==> src/rtl/pwc_seq_pkg.sv <==
package pwc_seq_pkg;
  // Number of calibration destinations steered by the top count bit.
  localparam int NUM_PATHS = 2;
  localparam int PATH_FREQ = 0;
  localparam int PATH_MM   = 1;

  // Strobes from control to datapath and to the block outputs.
  typedef struct packed {
    logic                 enWin;
    logic                 refWin;
    logic                 decStrobe;
    logic                 rstStrobe;
    logic [NUM_PATHS-1:0] capture;
  } seqStrobe_t;
endpackage

==> src/rtl/pwc_seq_ctrl.sv <==
module pwc_seq_ctrl
  import pwc_seq_pkg::*;
#(
  parameter int CNT_W = 3
) (
  input  logic             clk,
  input  logic             rstN,
  input  logic             injMark,
  output logic [CNT_W-1:0] cnt,
  output seqStrobe_t       strobe
);
  localparam int PH_W = CNT_W - 1;
  localparam logic [PH_W-1:0] SLOT_EN  = PH_W'(0);
  localparam logic [PH_W-1:0] SLOT_REF = PH_W'(1);
  localparam logic [PH_W-1:0] SLOT_DEC = PH_W'(2);
  localparam logic [PH_W-1:0] SLOT_RST = PH_W'(3);

  logic [PH_W-1:0] phase;
  logic            upperHalf;

  // Phase counter: a marker realigns it to slot 0, otherwise it wraps freely.
  always_ff @(posedge clk or negedge rstN) begin
    if (!rstN) begin
      cnt <= '0;
    end else if (injMark) begin
      cnt <= '0;
    end else begin
      cnt <= cnt + 1'b1;
    end
  end

  assign phase     = cnt[PH_W-1:0];
  assign upperHalf = cnt[CNT_W-1];

  always_comb begin
    strobe.enWin     = (phase == SLOT_EN);
    strobe.refWin    = (phase == SLOT_REF);
    strobe.decStrobe = (phase == SLOT_DEC);
    strobe.rstStrobe = (phase == SLOT_RST);
    strobe.capture[PATH_FREQ] = strobe.decStrobe & ~upperHalf;
    strobe.capture[PATH_MM]   = strobe.decStrobe &  upperHalf;
  end
endmodule

==> src/rtl/pwc_seq_dpath.sv <==
module pwc_seq_dpath
  import pwc_seq_pkg::*;
(
  input  logic                 clk,
  input  logic                 rstN,
  input  seqStrobe_t           strobe,
  input  logic                 cmpDecision,
  output logic [NUM_PATHS-1:0] upDn,
  output logic [NUM_PATHS-1:0] valid
);
  for (genvar p = 0; p < NUM_PATHS; p++) begin : g_path
    always_ff @(posedge clk or negedge rstN) begin
      if (!rstN) begin
        upDn[p]  <= 1'b0;
        valid[p] <= 1'b0;
      end else begin
        valid[p] <= strobe.capture[p];
        if (strobe.capture[p]) begin
          upDn[p] <= cmpDecision;
        end
      end
    end
  end
endmodule

==> src/rtl/pwc_window_seq.sv <==
module pwc_window_seq
  import pwc_seq_pkg::*;
#(
  parameter int CNT_W = 3
) (
  input  logic clkDiv,
  input  logic rstN,
  input  logic injMark,
  input  logic cmpDecision,
  output logic enWin,
  output logic refWin,
  output logic decStrobe,
  output logic rstStrobe,
  output logic freqUpDn,
  output logic freqValid,
  output logic mmUpDn,
  output logic mmValid
);
  logic [CNT_W-1:0]     cnt;
  seqStrobe_t           strobe;
  logic [NUM_PATHS-1:0] upDn;
  logic [NUM_PATHS-1:0] valid;

  pwc_seq_ctrl #(.CNT_W(CNT_W)) u_ctrl (
    .clk     (clkDiv),
    .rstN    (rstN),
    .injMark (injMark),
    .cnt     (cnt),
    .strobe  (strobe)
  );

  pwc_seq_dpath u_dpath (
    .clk         (clkDiv),
    .rstN        (rstN),
    .strobe      (strobe),
    .cmpDecision (cmpDecision),
    .upDn        (upDn),
    .valid       (valid)
  );

  assign enWin     = strobe.enWin     & rstN;
  assign refWin    = strobe.refWin    & rstN;
  assign decStrobe = strobe.decStrobe & rstN;
  assign rstStrobe = strobe.rstStrobe & rstN;
  assign freqUpDn  = upDn[PATH_FREQ];
  assign freqValid = valid[PATH_FREQ];
  assign mmUpDn    = upDn[PATH_MM];
  assign mmValid   = valid[PATH_MM];
endmodule

==> config.mk <==
export PLATFORM = sky130hd
export DESIGN_NAME = pwc_window_seq
export DESIGN_NICKNAME = d
export VERILOG_FILES = /design/src/rtl/pwc_seq_pkg.sv /design/src/rtl/pwc_seq_ctrl.sv /design/src/rtl/pwc_seq_dpath.sv /design/src/rtl/pwc_window_seq.sv
export SDC_FILE = /design/constraint.sdc
export NUM_CORES = 1
export LEC_CHECK = 0
export BUFFER_PORTS_ARGS = -buffer_cell sky130_fd_sc_hd__buf_2
export CAP_MARGIN = 10
export CORE_AREA = 3 3 40 42
export CTS_BUF_LIST = sky130_fd_sc_hd__clkbuf_16
export DETAILED_ROUTE_END_ITERATION = 8
export DIE_AREA = 0 0 43 45
export GPL_TIMING_DRIVEN = 1
export PLACE_DENSITY_LB_ADDON = 0.25
export SETUP_SLACK_MARGIN = 0.1
export SLEW_MARGIN = 0
export SYNTH_ARGS = -nofsm -noshare
export SYNTH_HDL_FRONTEND = slang
export SYNTH_SLANG_ARGS = --single-unit
==> constraint.sdc <==
create_clock -name clkDiv -period 1.38 [get_ports clkDiv]
set_clock_uncertainty 0.15 [all_clocks]
set_input_delay 0.069 -clock clkDiv [delete_from_list [all_inputs] [get_ports clkDiv]]
set_output_delay 0.069 -clock clkDiv [all_outputs]
set_load 0.01 [all_outputs]
==> impl_results.md, run 1 <==
* Final WL at ~670 um
* Final hold vios at 0
* CP Class: flop to output pin
* Placed Instances at between 50 and 60
* Pwr dens at 1455 nW/um2
* Fillers at between 100 and 150
* CTS Root Cell: clkbuf_16
* Initial core utilization at 25.51%
* Worst-path clk slew at 0.04 ns
* Post-synthesis register bit count at 7
* Die width at about 43 um
* Most used DFF post-synth: dfrtp_1
* Final ANT Viol Nets at 0
* Asr flop ratio synth at between 90% and 100%
* Status: complete, but fails checks
* Failing checks: negative setup slack
* Slew Viols, Final at 0
* Via Count at between 200 and 250
* Sequential share of the synthesized area at ~53%
* Worst Tran Pin Value at approximately 0.33 ns
* CP max stage cell: dfrtp_1
* VDD IR max at slightly below 0.9 mV
* Routed vias/inst at 3.950
* Worst-path maximum fanout at 3
* Yosys top cell area share at a little over half
* Cell area after layout at approximately 610 um2
* Non-Filler Instances at 60
* DRC at 0
* I/O Buffers at 11
* HPWL after DPL at between 400 and 500 um
* CP endpoint kind: output pin
* Iteration count of the initial detailed-routing pass at 1
* Reg area at between 150 and 200 um2
* Largest stage delay, worst path at 0.39 ns
* Max Fclk at a little over 700 MHz
* Post-synthesis cell count at 25
* Routability cong. at between 0.6 and 0.7
* Setup WS post-layout at -0.009826 ns
* Clk Latency, worst-skew pair at 0.23 ns
* Std-Cell Rows at 13
* Placed Area at around 420 um2
* Pin count of the biggest net entering global routing at 8
* CP most frequent cell: buf_6
* CTS tree: done
* RSZ-0062 raised after global routing: true
* Cell variety after synth at 10
* CTS sink count at 7
* DIE AREA at approximately 1900 um2
* Cell depth of the worst flop-to-flop path at 4
* Cell Area, Synth at ~330 um2
* Count leader, synth: dfrtp_1
* Cell Chain, Critical Path: buf_6 > ha_4 > and2_4 > buf_6
* First-pass GRT wire length at 1242 um
* H-tree lvl count at 1
* Ports at 12
* Vias in the first global route at 287
* CP Launch Type: flop
* GR Util All Layers at 9.228%
* CP arrival at roughly 1.2 ns
* Pleak at roughly 0.29 nW
* Total global routing overflow at 0
* Largest area contributor in the netlist: dfrtp_1
* Buffers and inverters on the worst path at 2
* CORE AREA at between 1000 and 1500 um2
* Ys Warns at 0
* Initial antenna violation count at 0
* Syn_nets at 33
* DR iter-0 viols at 0
* Share of layout cells above drive strength 1 at between 60 and 70%
* R2R setup slack at 0.05 ns
* Synth top area cells: dfrtp_1, ha_1, mux2_4
* Hold_ws at 0.1806 ns
* Critical Path RT at between 1 and 1.5 ns
* Worst r2r src: u_ctrl.cnt[0]$_DFF_PN0_
* Synth top cells by count: dfrtp_1, and2_1, ha_1
* Final setup vio count at 1
* Ant diodes at 0
* Area Growth Syn to Fin at 85.88%
* Fin util at ~47%
* Number of flops mapped to enable cells by yosys at 0
* Fin crit share at 100.7%
* Mapped Avg Cell Area at approximately 13 um2
* Area occupied by multi-input gates at 205.2 um2
* Maxcap violations at 0
* Die H at 45 um
* Final min period at around 1.4 ns
* Num CTS Buffers at 3
* Worst Hold Class: input port to asynchronous set/reset pin
* CP top delay family: flip-flops
* Final nets at 54
* Max Buffers Root-to-Sink at 2
* FF-to-FF End: u_dpath.upDn[0]$_DFFE_PN0P_
* Drt wl/cell at roughly 11 um
* Total power at roughly 890 uW
* Rel. slew slack at around 78%
metal layers:
| layer | vias to the layer above | GRT usage, % | part of all wire [%] |
|---|---|---|---|
| met5 | - | 0 | 0 |
| met2 | 11 | 14.97 | 53 |
| met3 | 0 | 6.773 | 11 |
| met1 | 110 | 9.113 | 36 |
| met4 | 0 | 3.614 | 0 |
| li1 | 116 | - | - |
repair_timing:
action / CTS / global route
cloned: 0 / 0
gates resized for setup: 10 / 7
setup buffers: 1 / 0
pin swaps: 1 / 2
endpoints found under the setup margin: 6 / 7
hold buffers: 3 / 0
hold endpoints to repair: 12 / 0
worst reg2reg max path, stage by stage, from the launching register on:
cell and delay [ns]:
dfrtp_1 0.39, inv_2 0.09, ha_4 0.13, nor2b_4 0.15, mux2_4 0.30
flip-flops by register name, indices dropped and copies added, names as in the netlist:
name,flops
u_ctrl.cnt,3
u_dpath.upDn,2
u_dpath.valid,2
power by group:
| part | internal [mW] | total [mW] | switching (mW) |
|---|---|---|---|
| Combinational | 0.0888 | 0.149 | 0.0601 |
| Clock | 0.376 | 0.479 | 0.103 |
| Sequential | 0.236 | 0.258 | 0.0223 |
| Total | 0.701 | 0.887 | 0.185 |
worst max path at each step:
stage	startpoint	end	slack, ns	cells past startpoint
5_1_grt	u_ctrl.cnt[0]$_DFF_PN0_	rstStrobe	-0.04	4
3_5_place_dp	u_ctrl.cnt[0]$_DFF_PN0_	u_dpath.upDn[0]$_DFFE_PN0P_	0.02	4
2_1_floorplan	u_ctrl.cnt[0]$_DFF_PN0_	u_dpath.upDn[0]$_DFFE_PN0P_	0.04	4
6_report	u_ctrl.cnt[0]$_DFF_PN0_	rstStrobe	-0.01	4
3_3_place_gp	u_ctrl.cnt[0]$_DFF_PN0_	u_dpath.upDn[0]$_DFFE_PN0P_	0.05	4
4_1_cts	u_ctrl.cnt[0]$_DFF_PN0_	u_dpath.upDn[0]$_DFFE_PN0P_	-0.005	4
per-stage QoR:
step / setup TNS [ns] / setup WS (ns)
2_1_floorplan: 0 / 0.03995
3_3_place_gp: 0 / 0.05373
3_5_place_dp: 0 / 0.02086
4_1_cts: -0.01400 / -0.005114
5_1_grt: -0.08538 / -0.04388
6_report: -0.009826 / -0.009826
cell type report:
| class | instances | area share, % |
|---|---|---|
| clock buffer | 3 | 12.32 |
| clock inverter | 1 | 0.6160 |
| inverter | 2 | 1.232 |
| multi-input combinational | 16 | 33.68 |
| sequential | 7 | 28.95 |
| tap | 15 | 3.080 |
| timing repair buffer | 16 | 20.12 |
layout by cell type, fill, tap and decap left out, types with 2 or more instances in the layout:
cell and instances:
mux2_4 2, ha_4 3, inv_2 2, buf_6 4
dlygate4sd3_1 3, buf_2 8, clkbuf_16 3, dfrtp_1 6
and2_4 4, nor2_1 2
cells by family after synthesis:
logic type,count (synthesis),synth area share [%]
adder cells (fa/ha/maj),4,15.27
AND/OR/NAND/NOR,9,17.18
multiplexers,2,9.161
XOR/XNOR,1,2.672
buffers and inverters,2,2.291
flip-flops,7,53.44
Note: power is estimated with default switching activity, not from simulation.
==> run 2: changes to the inputs <==
- CORE_AREA: 3 3 40 42 -> 2 2 39 41
- DIE_AREA: 0 0 43 45 -> 0 0 41 43
==> run 2 against run 1 <==
Via count is 2.5% higher; the flow now finishes without violations; largest power group unchanged; die area fell by 8.9%; worst setup slack better by 0.021 ns; wire length is 1.2% lower; critical path type unchanged; global-route usage is 0.62 points higher; final cell count up 3.3%; highest routed layer is now met4; worst hold slack improved by 0.0020 ns; final area increased by 3.7%.
==> impl_results.md, run 2 (synthesized netlist as in run 1, its figures left out) <==
* VDD IR max at approximately 0.89 mV
* Total power at approximately 900 uW
* Final nets at 55
* R2R setup slack at around 0.030 ns
* Final setup vio count at 0
* H-tree lvl count at 1
* FF-to-FF End: u_dpath.upDn[0]$_DFFE_PN0P_
* Std-Cell Rows at 14
* Drt wl/cell at approximately 11 um
* Worst r2r src: u_ctrl.cnt[0]$_DFF_PN0_
* Placed Area at 417.9 um2
* I/O Buffers at 11
* Worst Hold Class: input port to asynchronous set/reset pin
* DIE AREA at between 1500 and 2000 um2
* Initial core utilization at roughly a quarter
* Total global routing overflow at 0
* RSZ-0062 raised after global routing: true
* Num CTS Buffers at 3
* Max Buffers Root-to-Sink at 2
* DRC at 0
* Clk Latency, worst-skew pair at between 0.2 and 0.25 ns
* Final ANT Viol Nets at 0
* Pleak at just over 0.3 nW
* Final min period at 1.369 ns
* Max Fclk at approximately 730 MHz
* Pin count of the biggest net entering global routing at 8
* Final hold vios at 0
* CTS tree: done
* Area Growth Syn to Fin at 92.75%
* Die width at roughly 41 um
* Routability cong. at between 0.6 and 0.7
* Setup WS post-layout at 0.01084 ns
* Worst-path clk slew at about 0.04 ns
* CP Launch Type: flop
* Number of flip-flops in the largest register at 3
* Share of layout cells above drive strength 1 at between 60% and 70%
* CTS sink count at 7
* CP endpoint kind: output pin
* Most common cell after layout, fill and taps aside: buf_2
* Worst-path maximum fanout at 3
* CORE AREA at around 1400 um2
* Ant diodes at 0
* Maxcap violations at 0
* Largest registers: u_ctrl.cnt (3), u_dpath.upDn (2), u_dpath.valid (2)
* Die H at approximately 43 um
* Commonest cells after routing, fill and taps aside: buf_2, dfrtp_1, and2_4, buf_6, ha_4
* Iteration count of the initial detailed-routing pass at 2
* First-pass GRT wire length at ~1000 um
* Vias in the first global route at approximately 250
* CP arrival at 1.15 ns
* Critical Path RT at approximately 1.2 ns
* Largest Register: u_ctrl.cnt
* Initial antenna violation count at 0
* Fillers at between 100 and 150
* Worst Tran Pin Value at 0.3214 ns
* CP Class: flop to output pin
* Via Count at between 200 and 250
* Final WL at 661 um
* CTS Root Cell: clkbuf_16
* Slew Viols, Final at 0
* Ports at 12
* Pwr dens at 1425 nW/um2
* Cell depth of the worst flop-to-flop path at 4
* Cell area after layout at ~630 um2
* Status: finished, final reports clean
* Pre-CTS WS at ~0.012 ns
* GR Util All Layers at 9.848%
* Fin crit share at about 99%
* Rel. slew slack at between 70% and 80%
* Routed vias/inst at between 3 and 4
* DR iter-0 viols at 1
[run 2: changes by cell type in the layout (fill, tap and decap cells not counted), sizes merged]
| cell | before | now |
|---|---|---|
| buf | 13 | 14 |
[run 2: cell type report]
type | instances | area, um2 | area share, %
Multi-Input combinational cell | 16 | 210.2 | 33.27
Tap cell | 16 | 20.02 | 3.168
Inverter | 2 | 10.01 | 1.584
Timing Repair Buffer | 17 | 136.4 | 21.58
Sequential cell | 7 | 176.4 | 27.92
Clock inverter | 1 | 3.754 | 0.5941
Clock buffer | 3 | 75.07 | 11.88
[run 2: repair_timing]
action,in CTS,in global routing
buffers inserted,1,1
hold buffers,3,0
endpoints found under the hold margin,12,0
setup endpoints to repair,6,6
pin swaps,0,5
gates resized for setup,7,13
[run 2: critical path: stages, from the launching register on]
cell,delay [ns]
dfrtp_1,0.39
buf_6,0.14
ha_4,0.16
and2_4,0.13
buf_6,0.11
[run 2: worst max path at each step]
| stage | start | cells past startpoint | slack (ns) | to |
|---|---|---|---|---|
| 6_report | u_ctrl.cnt[0]$_DFF_PN0_ | 4 | 0.01 | rstStrobe |
| 5_1_grt | u_ctrl.cnt[0]$_DFF_PN0_ | 4 | -0.01 | rstStrobe |
| 4_1_cts | u_ctrl.cnt[0]$_DFF_PN0_ | 4 | -0.005 | u_dpath.upDn[0]$_DFFE_PN0P_ |
| 3_5_place_dp | u_ctrl.cnt[0]$_DFF_PN0_ | 4 | 0.01 | u_dpath.upDn[0]$_DFFE_PN0P_ |
| 3_3_place_gp | u_ctrl.cnt[0]$_DFF_PN0_ | 4 | 0.04 | u_dpath.upDn[0]$_DFFE_PN0P_ |
| 2_1_floorplan | u_ctrl.cnt[0]$_DFF_PN0_ | 4 | 0.04 | u_dpath.upDn[0]$_DFFE_PN0P_ |
[run 2: per-layer routing]
| layer | vias up | part of all wire, % | global-route usage [%] |
|---|---|---|---|
| li1 | 118 | - | - |
| met4 | 0 | 0.91 | 6.000 |
| met5 | - | 0 | 0 |
| met2 | 11 | 47 | 13.44 |
| met3 | 2 | 10 | 7.853 |
| met1 | 112 | 41 | 10.00 |
[run 2: per-stage QoR]
step / util [%] / cells / hold slack (ns) / TNS (ns)
after floorplan: - / 25 / -0.3766 / 0
after global placement: 30.20 / 53 / -0.2238 / 0
final: 45.66 / 62 / 0.1825 / 0
after global routing: 45.66 / 62 / 0.2393 / -0.02367
after detailed placement: 30.20 / 53 / -0.2203 / 0
after CTS: 40.60 / 61 / 0.1841 / -0.008517
[run 2: where the power goes]
part | total, mW | internal [mW] | switching [mW] | leakage [nW]
Sequential | 0.258 | 0.236 | 0.0217 | 0.0904
Combinational | 0.162 | 0.0978 | 0.0643 | 0.170
Clock | 0.480 | 0.376 | 0.104 | 0.0423
==> run 3: changes to the inputs <==
- RECOVER_POWER: unset -> 25
- clock period: 1.38 -> 1.2 ns (I/O delays scaled with it)
==> run 3 against run 2 <==
The flow now finishes with violations (negative setup slack); non-clock buffer count rose by 4; combinational power increased by 39%; critical path type unchanged; highest routed layer is now met3; register-to-register slack lost 0.19 ns; utilization increased by 3.9 points; final cell count rose by 6.5%; count of clock-buffer cells in the layout unchanged; sequential power grew 13%; wire length rose by 16%.
==> impl_results.md, run 3 (synthesized netlist as in run 1, its figures left out) <==
* Placed Instances at 55
* Setup WS post-layout at -0.1827 ns
* Slew Viols, Final at 0
* CP most frequent cell: buf_6
* I/O Buffers at 11
* Cell depth of the worst flop-to-flop path at 4
* Worst-path maximum fanout at 3
* Worst-path clk slew at ~0.040 ns
* Pwr dens at about 1600 nW/um2
* Largest Register: u_ctrl.cnt
* CP Launch Type: flop
* Max Fclk at ~720 MHz
* Worst Tran Pin Value at about 0.35 ns
* VDD IR max at ~0.72 mV
* CORE AREA at 1384 um2
* Final nets at 59
* Setup TNS at -1.016 ns
* Die width at a little over 40 um
* CP arrival at 1.17 ns
* Initial core utilization at 23.69%
* Area Growth Syn to Fin at 109.2%
* H-tree lvl count at 1
* Worst Hold Class: input port to asynchronous set/reset pin
* DIE AREA at 1763 um2
* Buffers and inverters on the worst path at 2
* Rel. slew slack at between 70 and 80%
* HPWL after DPL at roughly 460 um
* Largest stage delay, worst path at about 0.39 ns
* Final hold vios at 0
* First-pass GRT wire length at roughly 1200 um
* CTS Root Cell: clkbuf_16
* CP max stage cell: dfrtp_1
* R2R setup slack at -0.16 ns
* Status: complete, but fails checks
* Routed vias/inst at slightly above 4
* Num CTS Buffers at 3
* WP depth at 4
* Failing checks: negative setup slack
* Final min period at between 1 and 1.5 ns
* Clk Latency, worst-skew pair at between 0.2 and 0.25 ns
* Vias in the first global route at around 270
* Max Buffers Root-to-Sink at 2
* Cell Chain, Critical Path: buf_6 > ha_4 > and2_4 > buf_6
* GR Util All Layers at between 10% and 20%
* Final ANT Viol Nets at 0
* Maxcap violations at 0
* RSZ-0062 raised after global routing: true
* CTS tree: done
* Crit path to: rstStrobe
* Final setup vio count at 7
* Pleak at between 0.3 and 0.4 nW
* Final WL at around 770 um
* Fin util at between 40% and 50%
* CP endpoint kind: output pin
* CTS sink count at 7
* CP top delay family: flip-flops
* Ports at 12
* Drt wl/cell at between 10 and 15 um
* Commonest cells after routing, fill and taps aside: buf_6, dfrtp_1, buf_2
* Critical Path Start: u_ctrl.cnt[0]$_DFF_PN0_
* Share of layout cells above drive strength 1 at 70.00%
* Largest registers: u_ctrl.cnt (3), u_dpath.upDn (2), u_dpath.valid (2)
* Pin count of the biggest net entering global routing at 8
* Worst r2r src: u_ctrl.cnt[1]$_DFF_PN0_
* Initial antenna violation count at 0
* DR iter-0 viols at 0
* Std-Cell Rows at 14
* Most common cell after layout, fill and taps aside: buf_6
* FF-to-FF End: u_dpath.upDn[1]$_DFFE_PN0P_
* Total global routing overflow at 0
* Ant diodes at 0
* Number of flip-flops in the largest register at 3
* Via Count at 269
* Fin crit share at 115.2%
* CP Class: flop to output pin
* DRC at 0
* Hold_ws at between 0.3 and 0.4 ns
* Critical Path RT at 0.99 ns
* Die H at between 40 and 50 um
* Non-Filler Instances at 66
* Routability cong. at ~0.71
* Iteration count of the initial detailed-routing pass at 1
[run 3: cell types whose count changed in the layout (fill, tap and decap cells not counted), sizes merged]
| cell | change |
|---|---|
| buf | +3 |
| clkbuf | +1 |
[run 3: power by group]
group | internal, mW | switching [mW]
registers | 0.271 | 0.0204
clock network | 0.433 | 0.123
logic | 0.137 | 0.0878
total | 0.841 | 0.231
[run 3: per-layer routing]
metal  up-vias  track usage (%)  part of all wire (%)
met5         -                0                     0
li1        130                -                     -
met1       131            12.75                    39
met2         8            14.37                    54
met3         0            4.712                   7.4
met4         0            10.00                     0
[run 3: worst reg2reg max path, stage by stage (launching register included)]
cell	delay, ns
dfrtp_1	0.39
buf_6	0.13
ha_4	0.15
and2_4	0.14
mux2_4	0.29
[run 3: worst min path at each step]
stage / depth (start not counted) / startpoint / slack (ns) / to
after global routing: 2 / rstN / 0.35 / u_dpath.valid[1]$_DFF_PN0_
after detailed placement: 1 / rstN / -0.23 / u_dpath.valid[0]$_DFF_PN0_
after global placement: 1 / rstN / -0.23 / u_dpath.valid[1]$_DFF_PN0_
final: 2 / rstN / 0.30 / u_ctrl.cnt[2]$_DFF_PN0_
after CTS: 2 / rstN / 0.19 / u_dpath.valid[0]$_DFF_PN0_
after floorplan: 0 / rstN / -0.39 / u_ctrl.cnt[0]$_DFF_PN0_
[run 3: layout make-up]
type | count | area [um2]
fill | 134 | 698.2
multi-input combinational | 16 | 217.7
timing repair buffer | 21 | 183.9
sequential | 7 | 175.2
clock buffer | 3 | 75.07
tap | 16 | 20.02
inverter | 2 | 10.01
clock inverter | 1 | 3.754
[run 3: timing repair]
action,4_1_cts,5_1_grt
hold buffers,3,0
buffers inserted,3,1
endpoints found under the setup margin,8,10
pin swaps,0,3
hold endpoints to repair,12,0
resized for setup,12,13
[run 3: metrics by stage]
| stage | setup WS [ns] | power [mW] | area, um2 |
|---|---|---|---|
| 2_1_floorplan | -0.1401 | 0.3734 | 335.3 |
| 4_1_cts | -0.1844 | 1.050 | 610.6 |
| 5_1_grt | -0.2177 | 1.126 | 685.7 |
| 6_report | -0.1827 | 1.072 | 685.7 |
| 3_3_place_gp | -0.1241 | 0.4375 | 432.9 |
| 3_5_place_dp | -0.1451 | 0.4396 | 432.9 |
